--- config.mk ---
export PLATFORM = sky130hd
export DESIGN_NAME = addr_window_decoder
export DESIGN_NICKNAME = d
export VERILOG_FILES = /design/src/rtl/awd_pkg.sv /design/src/rtl/awd_regfile.sv /design/src/rtl/awd_span.sv /design/src/rtl/addr_window_decoder.sv
export SDC_FILE = /design/constraint.sdc
export NUM_CORES = 2
export LEC_CHECK = 0
export BUFFER_PORTS_ARGS = -buffer_cell sky130_fd_sc_hd__buf_2
export CAP_MARGIN = 5
export CORE_UTILIZATION = 35
export CTS_BUF_LIST = sky130_fd_sc_hd__clkbuf_8 sky130_fd_sc_hd__clkbuf_16
export CTS_CLUSTER_SIZE = 25
export DETAILED_ROUTE_END_ITERATION = 10
export SLEW_MARGIN = 20
export SYNTH_ARGS = -nofsm -noshare
export SYNTH_HDL_FRONTEND = slang
export SYNTH_SLANG_ARGS = --single-unit
export TNS_END_PERCENT = 50
--- constraint.sdc ---
create_clock -name clk -period 12.45 [get_ports clk]
set_clock_uncertainty 0.2 [all_clocks]
set_input_delay 0.6225 -clock clk [delete_from_list [all_inputs] [get_ports clk]]
set_output_delay 0.6225 -clock clk [all_outputs]
set_load 0.01 [all_outputs]
--- src/rtl/awd_pkg.sv ---
package awd_pkg;
  localparam int NUM_WIN  = 10;
  localparam int GRAN_SH  = 21;
  localparam int LO_W     = 15;
  localparam int HI_W     = 7;
  localparam int RM_W     = 11;
  localparam int AW       = 32;
  localparam int XW       = AW + 1;
  localparam int NREG     = 3 * NUM_WIN + 1;
  localparam int SEL_W    = $clog2(NREG);
  localparam int IDX_W    = $clog2(NUM_WIN);
  localparam int PORT_W   = 16;
  localparam int INT_SZ   = 4096;
  localparam logic [NUM_WIN-1:0] IO_MASK = 10'b00_1001_0000;

  localparam logic [LO_W-1:0] LO_RST  = 15'h0001;
  localparam logic [HI_W-1:0] HI_RST  = 7'h00;
  localparam logic [RM_W-1:0] RM_RST  = 11'h000;
  localparam logic [LO_W-1:0] INT_RST = 15'h00DF;

  localparam logic [XW-1:0] RSVA_LO = 33'h01E000000;
  localparam logic [XW-1:0] RSVA_HI = 33'h01F100000;
  localparam logic [XW-1:0] RSVB_LO = 33'h01FC00000;
  localparam logic [XW-1:0] RSVB_HI = 33'h01FD00000;

  typedef struct packed {
    logic [XW-1:0] b;
    logic [XW-1:0] e;
  } span_t;

  // Cut both reserved regions out of [b, e); steps are applied in sequence.
  function automatic span_t clip_span(input logic [XW-1:0] b_in,
                                      input logic [XW-1:0] e_in);
    span_t s;
    s.b = b_in;
    s.e = e_in;
    if (s.e >= RSVA_LO && s.e < RSVA_HI) s.e = RSVA_LO;
    if (s.b >= RSVA_LO && s.b < RSVA_HI) s.b = RSVA_HI;
    if (s.e >= RSVB_LO && s.e < RSVB_HI) s.e = RSVB_LO;
    if (s.b >= RSVB_LO && s.b < RSVB_HI) s.b = RSVB_HI;
    if (s.e >= RSVA_HI && s.b < RSVA_LO) s.e = RSVA_LO;
    if (s.e >= RSVB_HI && s.b < RSVB_LO) s.e = RSVB_LO;
    return s;
  endfunction
endpackage

--- src/rtl/awd_regfile.sv ---
module awd_regfile
  import awd_pkg::*;
(
  input  logic             clk,
  input  logic             rst_n,
  input  logic             wr_en,
  input  logic [SEL_W-1:0] wr_sel,
  input  logic [AW-1:0]    wr_data,
  output logic [LO_W-1:0]  lo_q [NUM_WIN],
  output logic [HI_W-1:0]  hi_q [NUM_WIN],
  output logic [RM_W-1:0]  rm_q [NUM_WIN],
  output logic [LO_W-1:0]  int_q
);
  localparam int HI_OFS = NUM_WIN;
  localparam int RM_OFS = 2 * NUM_WIN;
  localparam int INT_SEL = 3 * NUM_WIN;

  for (genvar k = 0; k < NUM_WIN; k++) begin : g_win
    logic lo_we, hi_we, rm_we;
    assign lo_we = wr_en && (wr_sel == SEL_W'(k));
    assign hi_we = wr_en && (wr_sel == SEL_W'(HI_OFS + k));
    assign rm_we = wr_en && (wr_sel == SEL_W'(RM_OFS + k));

    always_ff @(posedge clk or negedge rst_n) begin
      if (!rst_n) begin
        lo_q[k] <= LO_RST;
        hi_q[k] <= HI_RST;
        rm_q[k] <= RM_RST;
      end else begin
        if (lo_we) lo_q[k] <= wr_data[LO_W-1:0];
        if (hi_we) hi_q[k] <= wr_data[HI_W-1:0];
        if (lo_we || rm_we) rm_q[k] <= wr_data[RM_W-1:0];
      end
    end

    a_r4_low_loads_remap: assert property (@(posedge clk) disable iff (!rst_n)
      (wr_en && wr_sel == SEL_W'(k)) |=> (rm_q[k] == $past(wr_data[RM_W-1:0])));
    a_r2_high_trunc: assert property (@(posedge clk) disable iff (!rst_n)
      (wr_en && wr_sel == SEL_W'(HI_OFS + k)) |=> (hi_q[k] == $past(wr_data[HI_W-1:0])));
    a_r11_ignored_win: assert property (@(posedge clk) disable iff (!rst_n)
      (wr_en && wr_sel >= SEL_W'(NREG)) |=> ($stable(lo_q[k]) && $stable(hi_q[k]) && $stable(rm_q[k])));
  end

  always_ff @(posedge clk or negedge rst_n) begin
    if (!rst_n) int_q <= INT_RST;
    else if (wr_en && wr_sel == SEL_W'(INT_SEL)) int_q <= wr_data[LO_W-1:0];
  end

  a_r11_ignored_int: assert property (@(posedge clk) disable iff (!rst_n)
    (wr_en && wr_sel >= SEL_W'(NREG)) |=> $stable(int_q));
endmodule

--- src/rtl/awd_span.sv ---
module awd_span
  import awd_pkg::*;
(
  input  logic [LO_W-1:0] lo,
  input  logic [HI_W-1:0] hi,
  input  logic [RM_W-1:0] rm,
  input  logic [AW-1:0]   addr,
  output logic            prim_hit,
  output logic            alias_hit
);
  localparam int BASE_W = AW - GRAN_SH;

  logic              en;
  logic [HI_W:0]     units;
  logic [XW-1:0]     pb, pe, plen, ab, ae, ax;
  span_t             ps, as;

  assign en    = (lo[HI_W-1:0] <= hi);
  assign units = ({1'b0, hi} + 1'b1) - {1'b0, lo[HI_W-1:0]};
  assign pb    = {1'b0, lo[BASE_W-1:0], {GRAN_SH{1'b0}}};
  assign pe    = en ? pb + {{(XW-HI_W-1-GRAN_SH){1'b0}}, units, {GRAN_SH{1'b0}}} : pb;
  assign ps    = clip_span(pb, pe);
  assign plen  = (ps.e > ps.b) ? ps.e - ps.b : '0;
  assign ab    = {1'b0, rm, ps.b[GRAN_SH-1:0]};
  assign ae    = ab + plen;
  assign as    = clip_span(ab, ae);
  assign ax    = {1'b0, addr};

  assign prim_hit  = en && (ax >= ps.b) && (ax < ps.e);
  assign alias_hit = en && (ax >= as.b) && (ax < as.e);
endmodule

--- src/rtl/addr_window_decoder.sv ---
module addr_window_decoder
  import awd_pkg::*;
(
  input  logic                clk,
  input  logic                rst_n,
  input  logic                wr_en,
  input  logic [SEL_W-1:0]    wr_sel,
  input  logic [AW-1:0]       wr_data,
  input  logic [AW-1:0]       lk_addr,
  output logic                hit,
  output logic                hit_internal,
  output logic                hit_alias,
  output logic [NUM_WIN-1:0]  hit_onehot,
  output logic [IDX_W-1:0]    hit_idx,
  output logic [PORT_W-1:0]   port_addr
);
  localparam int BASE_W = AW - GRAN_SH;

  logic [LO_W-1:0]    lo_q [NUM_WIN];
  logic [HI_W-1:0]    hi_q [NUM_WIN];
  logic [RM_W-1:0]    rm_q [NUM_WIN];
  logic [LO_W-1:0]    int_q;
  logic [NUM_WIN-1:0] p_hit, a_hit;
  logic [XW-1:0]      int_b, ax;

  awd_regfile u_regs (
    .clk, .rst_n, .wr_en, .wr_sel, .wr_data,
    .lo_q, .hi_q, .rm_q, .int_q
  );

  for (genvar k = 0; k < NUM_WIN; k++) begin : g_span
    awd_span u_span (
      .lo(lo_q[k]), .hi(hi_q[k]), .rm(rm_q[k]), .addr(lk_addr),
      .prim_hit(p_hit[k]), .alias_hit(a_hit[k])
    );
  end

  assign int_b        = {1'b0, int_q[BASE_W-1:0], {GRAN_SH{1'b0}}};
  assign ax           = {1'b0, lk_addr};
  assign hit_internal = (ax >= int_b) && (ax < int_b + XW'(INT_SZ));

  always_comb begin
    logic found;
    found      = 1'b0;
    hit_alias  = 1'b0;
    hit_onehot = '0;
    hit_idx    = '0;
    if (!hit_internal) begin
      for (int k = 0; k < NUM_WIN; k++) begin
        if (!found && p_hit[k]) begin
          found = 1'b1;
          hit_onehot[k] = 1'b1;
          hit_idx = IDX_W'(k);
        end
      end
      for (int k = 0; k < NUM_WIN; k++) begin
        if (!found && a_hit[k]) begin
          found = 1'b1;
          hit_alias = 1'b1;
          hit_onehot[k] = 1'b1;
          hit_idx = IDX_W'(k);
        end
      end
    end
  end

  assign hit       = hit_internal || (|hit_onehot);
  assign port_addr = (|(hit_onehot & IO_MASK)) ? lk_addr[PORT_W-1:0] : '0;

  a_r10_onehot: assert property (@(posedge clk) disable iff (!rst_n)
    $onehot0(hit_onehot));
  a_r10_internal_first: assert property (@(posedge clk) disable iff (!rst_n)
    hit_internal |-> (hit_onehot == '0 && !hit_alias));
  a_r10_primary_before_alias: assert property (@(posedge clk) disable iff (!rst_n)
    hit_alias |-> (p_hit == '0));
  a_r9_port_only_io: assert property (@(posedge clk) disable iff (!rst_n)
    (port_addr != '0) |-> (hit && !hit_internal));
  a_r6_internal_size: assert property (@(posedge clk) disable iff (!rst_n)
    hit_internal |-> (lk_addr[AW-1:12] == int_b[AW-1:12]));
endmodule

=== Yosys cells after proc, flatten, opt, wreduce, memory -nomap -nowiden ===
Cells that the tools add are included.
W data, S select, Z words.

* Flip-flop bits (word level): 301
* Input port bits: 72
* Output and inout port bits: 33
* Logic and storage cells: 888

* Add/sub/neg operators: 51
* Order comparisons: 302
* Equal/unequal tests: 30
* Multiplexer cells: 230
* Reductions and logical operators: 244

{| class="wikitable"
|+ Operators with widths
! operator !! count
|-
| $mux W33 || 100
|-
| $ge A33 B29 Y1 const B || 80
|-
| $lt A32 B29 Y1 const B || 80
|-
| $lt A33 B29 Y1 const B || 40
|-
| $ge A32 B29 Y1 const B || 40
|-
| $mux W32 || 40
|-
| $lt A32 B33 Y1 || 21
|-
| $ge A32 B32 Y1 || 21
|-
| $add A32 B29 Y33 || 10
|-
| $add A32 B33 Y33 || 10
|-
| $gt A33 B32 Y1 || 10
|-
| $sub A33 B32 Y33 || 10
|-
| $logic_and A1 B1 Y1 || 211
|-
| $add A7 B1 Y8 const B || 10
|-
| $sub A8 B7 Y8 || 10
|-
| $mux W4 || 19
|-
| $eq A5 B5 Y1 const B || 15
|-
| $le A7 B7 Y1 || 10
|-
| $mux W1 || 69
|-
| $eq A5 B4 Y1 const B || 8
|-
| $add A32 B13 Y33 const B || 1
|-
| $eq A5 B3 Y1 const B || 4
|-
| $logic_not A1 Y1 || 19
|-
| $mux W16 || 1
|-
| other kinds (7) || 18
|}

=== Logic depth before layout (Yosys ltp) ===
* Depth in word-level cells: 98
* Mapped depth: 61
* Gate-level depth less buffers: 60

=== By module ===
Synthesis repeated with hierarchy kept, for this count alone.

* Cell total of the unflattened synthesis: 6579
* Area total of the unflattened synthesis: 54718.7 um^2

{| class="wikitable"
|+ Modules (own cells, without submodules)
! module !! instances !! cells each !! area each (um^2) !! sequential area each (um^2)
|-
| awd_span at g_span[4].u_span ... || 5 || 566 || 4095.2 || 0.0
|-
| awd_regfile || 1 || 803 || 13173.9 || 8654.6
|-
| awd_span at g_span[0].u_span ... || 3 || 556 || 3965.1 || 0.0
|-
| awd_span at g_span[9].u_span || 1 || 578 || 4176.5 || 0.0
|-
| awd_span at g_span[3].u_span || 1 || 560 || 4068.9 || 0.0
|-
| addr_window_decoder || 1 || 140 || 928.4 || 0.0
|}

=== Worst setup path after synthesis ===
No wires, ideal clock.

* Kind: flip-flop to output port
* From: register u_regs.lo_q[76] in the netlist's numbering
* To: output port port_addr[10]
* Arrival time: 11.772 ns
* Data required time: 11.627 ns
* Path slack: -0.145 ns
* Stages on the path, launching flop included: 59
* Cells stage by stage: dfrtp_1 ha_1 inv_1 ha_1 fa_1 a21oi_1 nor2_1 nor2_1 o21bai_1 a21oi_1 xor2_1 ha_1 nor4_1 nor2_1 nand3_1 nor2_1 mux2_2 nor3_1 [... 23 more ...] nor2_1 or2_2 nor2b_1 nor2b_1 ha_1 a21o_1 a21o_1 a21oi_1 nor2b_1 o21ai_0 nand2_1 a211oi_1 a41o_1 nor4b_1 a21oi_1 a21oi_2 buf_4 and2_1

* Longest elaborated chain between the ends: 74
* Elaborated cells between the ends (all ways): 124

{| class="wikitable"
|+ Ends and longest elaborated chain
! item !! RTL line !! source
|-
| start, declared || awd_regfile.sv:9 || <nowiki>output logic [LO_W-1:0] lo_q [NUM_WIN],</nowiki>
|-
| start signal, assigned by index || awd_regfile.sv:30 || <nowiki>if (lo_we) lo_q[k] <= wr_data[LO_W-1:0];</nowiki>
|-
| branches (longest 71 deep; another with $add A32 B29 Y33) || n/a ||
|-
| $mux W10 * || addr_window_decoder.sv:48 || <nowiki>if (!hit_internal) begin</nowiki>
|-
| $reduce_or A2 Y1 * || addr_window_decoder.sv:68 || <nowiki>assign port_addr = (|(hit_onehot & IO_MASK)) ? lk_addr[PORT_W-1:0] : '0;</nowiki>
|-
| $mux W16 * || addr_window_decoder.sv:68 ||
|-
| end, declared || addr_window_decoder.sv:15 || <nowiki>output logic [PORT_W-1:0] port_addr</nowiki>
|}

Every way passes the cells marked *. The select of a mux whose other input is x is not followed.

=== Worst setup path after layout ===
* From: register u_regs.hi_q[50] in the netlist's numbering
* To: output port port_addr[6]

* Longest elaborated chain between the ends: 83
* Elaborated cells between the ends (all ways): 111

{| class="wikitable"
|+ Ends and longest elaborated chain
! item !! RTL line !! source
|-
| start, declared || awd_regfile.sv:10 || <nowiki>output logic [HI_W-1:0] hi_q [NUM_WIN],</nowiki>
|-
| start signal, assigned by index || awd_regfile.sv:31 || <nowiki>if (hi_we) hi_q[k] <= wr_data[HI_W-1:0];</nowiki>
|-
| branches (longest 80 deep; another with $add A32 B29 Y33) || n/a ||
|-
| $mux W10 * || addr_window_decoder.sv:48 ||
|-
| $reduce_or A2 Y1 * || addr_window_decoder.sv:68 ||
|-
| $mux W16 * || addr_window_decoder.sv:68 ||
|}

Marked as above.

==> impl_metrics.ini <==
[critical_path]
endpoint_kind = output port
cp-start-kind = flop
crit_path_max_incr_delay_ps = 540
required_ps = 11630
path_max_fanout = 8
crit_type = flop to output port
slowest_stage = or4_4
arrival_ps = 12130
cp_common_cell = a21o_1

[sta]
hold_violations = 0
finalCritPeriodShare = 1.04
slew_viol_final = 0
finalWorstSetupSlack_ps = -499
rsz0062_at_grt = yes
whs_ps = 304
finalSetupViolations = 30
worst_pin_slew_ps = 1250
fin_crit_ps = 12950
fmax_mhz = 77.2
relSlewSlack = 0.169

[clocking]
clock_sinks = 301
cts.clk_slew.worst_paths_ps = 60
cts_tree = built
clockBufferDepth = 3
cts_inserted_buffers = 43
htreeDepth = 2
cts-root-buf = clkbuf_16
clock_latency_ps = 620

[place]
place_hpwl_mm = 136
place_congestion = 0.950
dp.cells = 9024
io_buffers = 83

[floorplanning]
rows = 141
die-area_um2 = 151000
coreArea_um2 = 148000
dieWidth_um = 388
die_y_um = 388
io-pin-count = 105
initial_core_util = 0.353

[cells_and_area]
seq_area_um2 = 7560
fin_cells = 9238
final_nets = 8345
nFillCells = 14700
synthToLayoutAreaGrowth_pct = 22.2
drive_above_1_share = 0.214
multi_input_area_um2 = 44400

[drt]
drcViolationCount = 0
ant_nets = 0
vias_per_cell = 5.78
top_layer = met5
dr.pass1.iters = 9
wl_mm = 186
wl_per_cell_um = 20.2
wl_met2_mm = 84.9
drt_iter0_drc = 4070
vias = 53400
drt-met1-wl_mm = 82.8
wl_met3_mm = 12.5

[synth]
synth_edf_count = 0
syn-num-nets = 7715
syn_inst = 6637
synthArstFlopShare = 1.00
ys_seq_area_frac = 0.145
synth_cell_types = 104
syn_area_um2 = 52100
synth_area_per_cell_um2 = 7.86
yosysTopAreaCell = ha_1
synth_top_area_share = 0.230
synth_area_leaders = ha_1 23%, dfrtp_1 14%, o21ai_0 4.6%
ys.flop_type = dfrtp_1
yosysWarnings = 0
synth_commonest_cells = 958 x ha_1, 605 x inv_1, 480 x o21ai_0, 477 x nor2_1, 471 x nand2_1
post-synth-top-count-cell = ha_1
ys_ff_latch = 301

[global_routing]
grt_max_degree = 84
antenna_found_initial = 17
grt_overflow = 0
track_usage = 0.236
grt_pass1_wl_mm = 286
grt_pass1_vias = 51300

[status]
status = finished with violations
violations = setup timing

[hold_path]
hp-class = flop to flop

[run]
drv_cap = 0
[per-stage QoR]
step / instance area, um2 / utilization / setup slack (ps) / setup TNS [ps]
global route: 63700 / 0.431 / -1040 / -28690
finish: 63700 / 0.431 / -499 / -12330
global placement: 58500 / 0.395 / -306 / -6190
floorplan: 52100 / - / 1.28 / 0
CTS: 61200 / 0.414 / -693 / -14680
detailed placement: 58500 / 0.395 / -385 / -7980
[routing by layer]
metal	vias to the layer above	track usage
li1	25700	-
met1	25700	0.318
met2	1710	0.393
met3	325	0.0240
met4	6	0.0755
met5	-	0
[cell usage in the layout, fill, tap and decap left out, drive strengths merged, types with 39 or more instances in the layout]
master	n
mux2i	39
buf	730
nor4	75
dfrtp	284
ha	958
nand4	106
o21bai	63
and2	74
inv	614
nand2b	99
or3	68
o211ai	47
a211oi	93
o21ai	490
a21oi	468
nor3	150
and3	57
xor2	129
a21o	218
nand3	150
a31oi	59
xnor2	192
clkbuf	50
nand2	471
mux2	193
o31ai	62
or2	67
nor2	481
a211o	42
nor2b	85
o21a	95
fa	48
[sequential cells by signal (all words and copies together), names as in the netlist]
signal and count:
u_regs.int_q 11, u_regs.lo_q 110, u_regs.rm_q 110, u_regs.hi_q 70
[logic make-up after synthesis]
| logic type | synth area share |
|---|---|
| and+or+nand+nor | 0.195 |
| buffers and inverters | 0.0544 |
| muxes | 0.0492 |
| DFF | 0.145 |
| xor gates and xnor gates | 0.0539 |
| AOI/OAI and AO/OA | 0.254 |
| adders and majority gates | 0.248 |
[worst max-delay path, delay by kind of cell (launching register included)]
kind	cells	cell delay, ps
AO/OA/AOI/OAI	24	4590
AND/OR/NAND/NOR	14	3280
adder cells (fa/ha/maj)	7	1710
buffers and inverters	11	1240
flip-flops	1	370
XOR/XNOR	2	290
[path summary, 6_finish.rpt]
path | startpoint | endpoint | slack [ps] | cells after the start
max | u_regs.hi_q[50] | port_addr[6] | -500 | 58
min | u_regs.hi_q[64] | u_regs.hi_q[64] | 300 | 1
max reg2reg | u_regs.lo_q[78] | u_regs.lo_q[78] | 11210 | 3
min reg2reg | u_regs.hi_q[64] | u_regs.hi_q[64] | 300 | 1
max in group asynchronous | rst_n | u_regs.lo_q[92] | 9530 | 4
min in group asynchronous | rst_n | u_regs.hi_q[23] | 360 | 2
[cell type report]
| type | instances | area share |
|---|---|---|
| diodes | 7 | 0.000275 |
| clock buffers | 50 | 0.0184 |
| clock inverters | 29 | 0.00524 |
| inverters | 608 | 0.0358 |
| multi-input cells | 5582 | 0.696 |
| flip-flops and latches | 301 | 0.119 |
| well taps | 1930 | 0.0379 |
| repair buffers | 731 | 0.0879 |
[repair_timing]
item	4_1_cts	5_1_grt
setup buffers	64	65
resized for setup	180	423
setup endpoints to repair	31	32
pin swaps	95	245
cloned	1	0
hold buffers	1	0
hold endpoints to repair	71	0
Power is left out: the tool's default activity adds up to more than one toggle a clock period on the data nets, which glitch-free logic cannot reach.
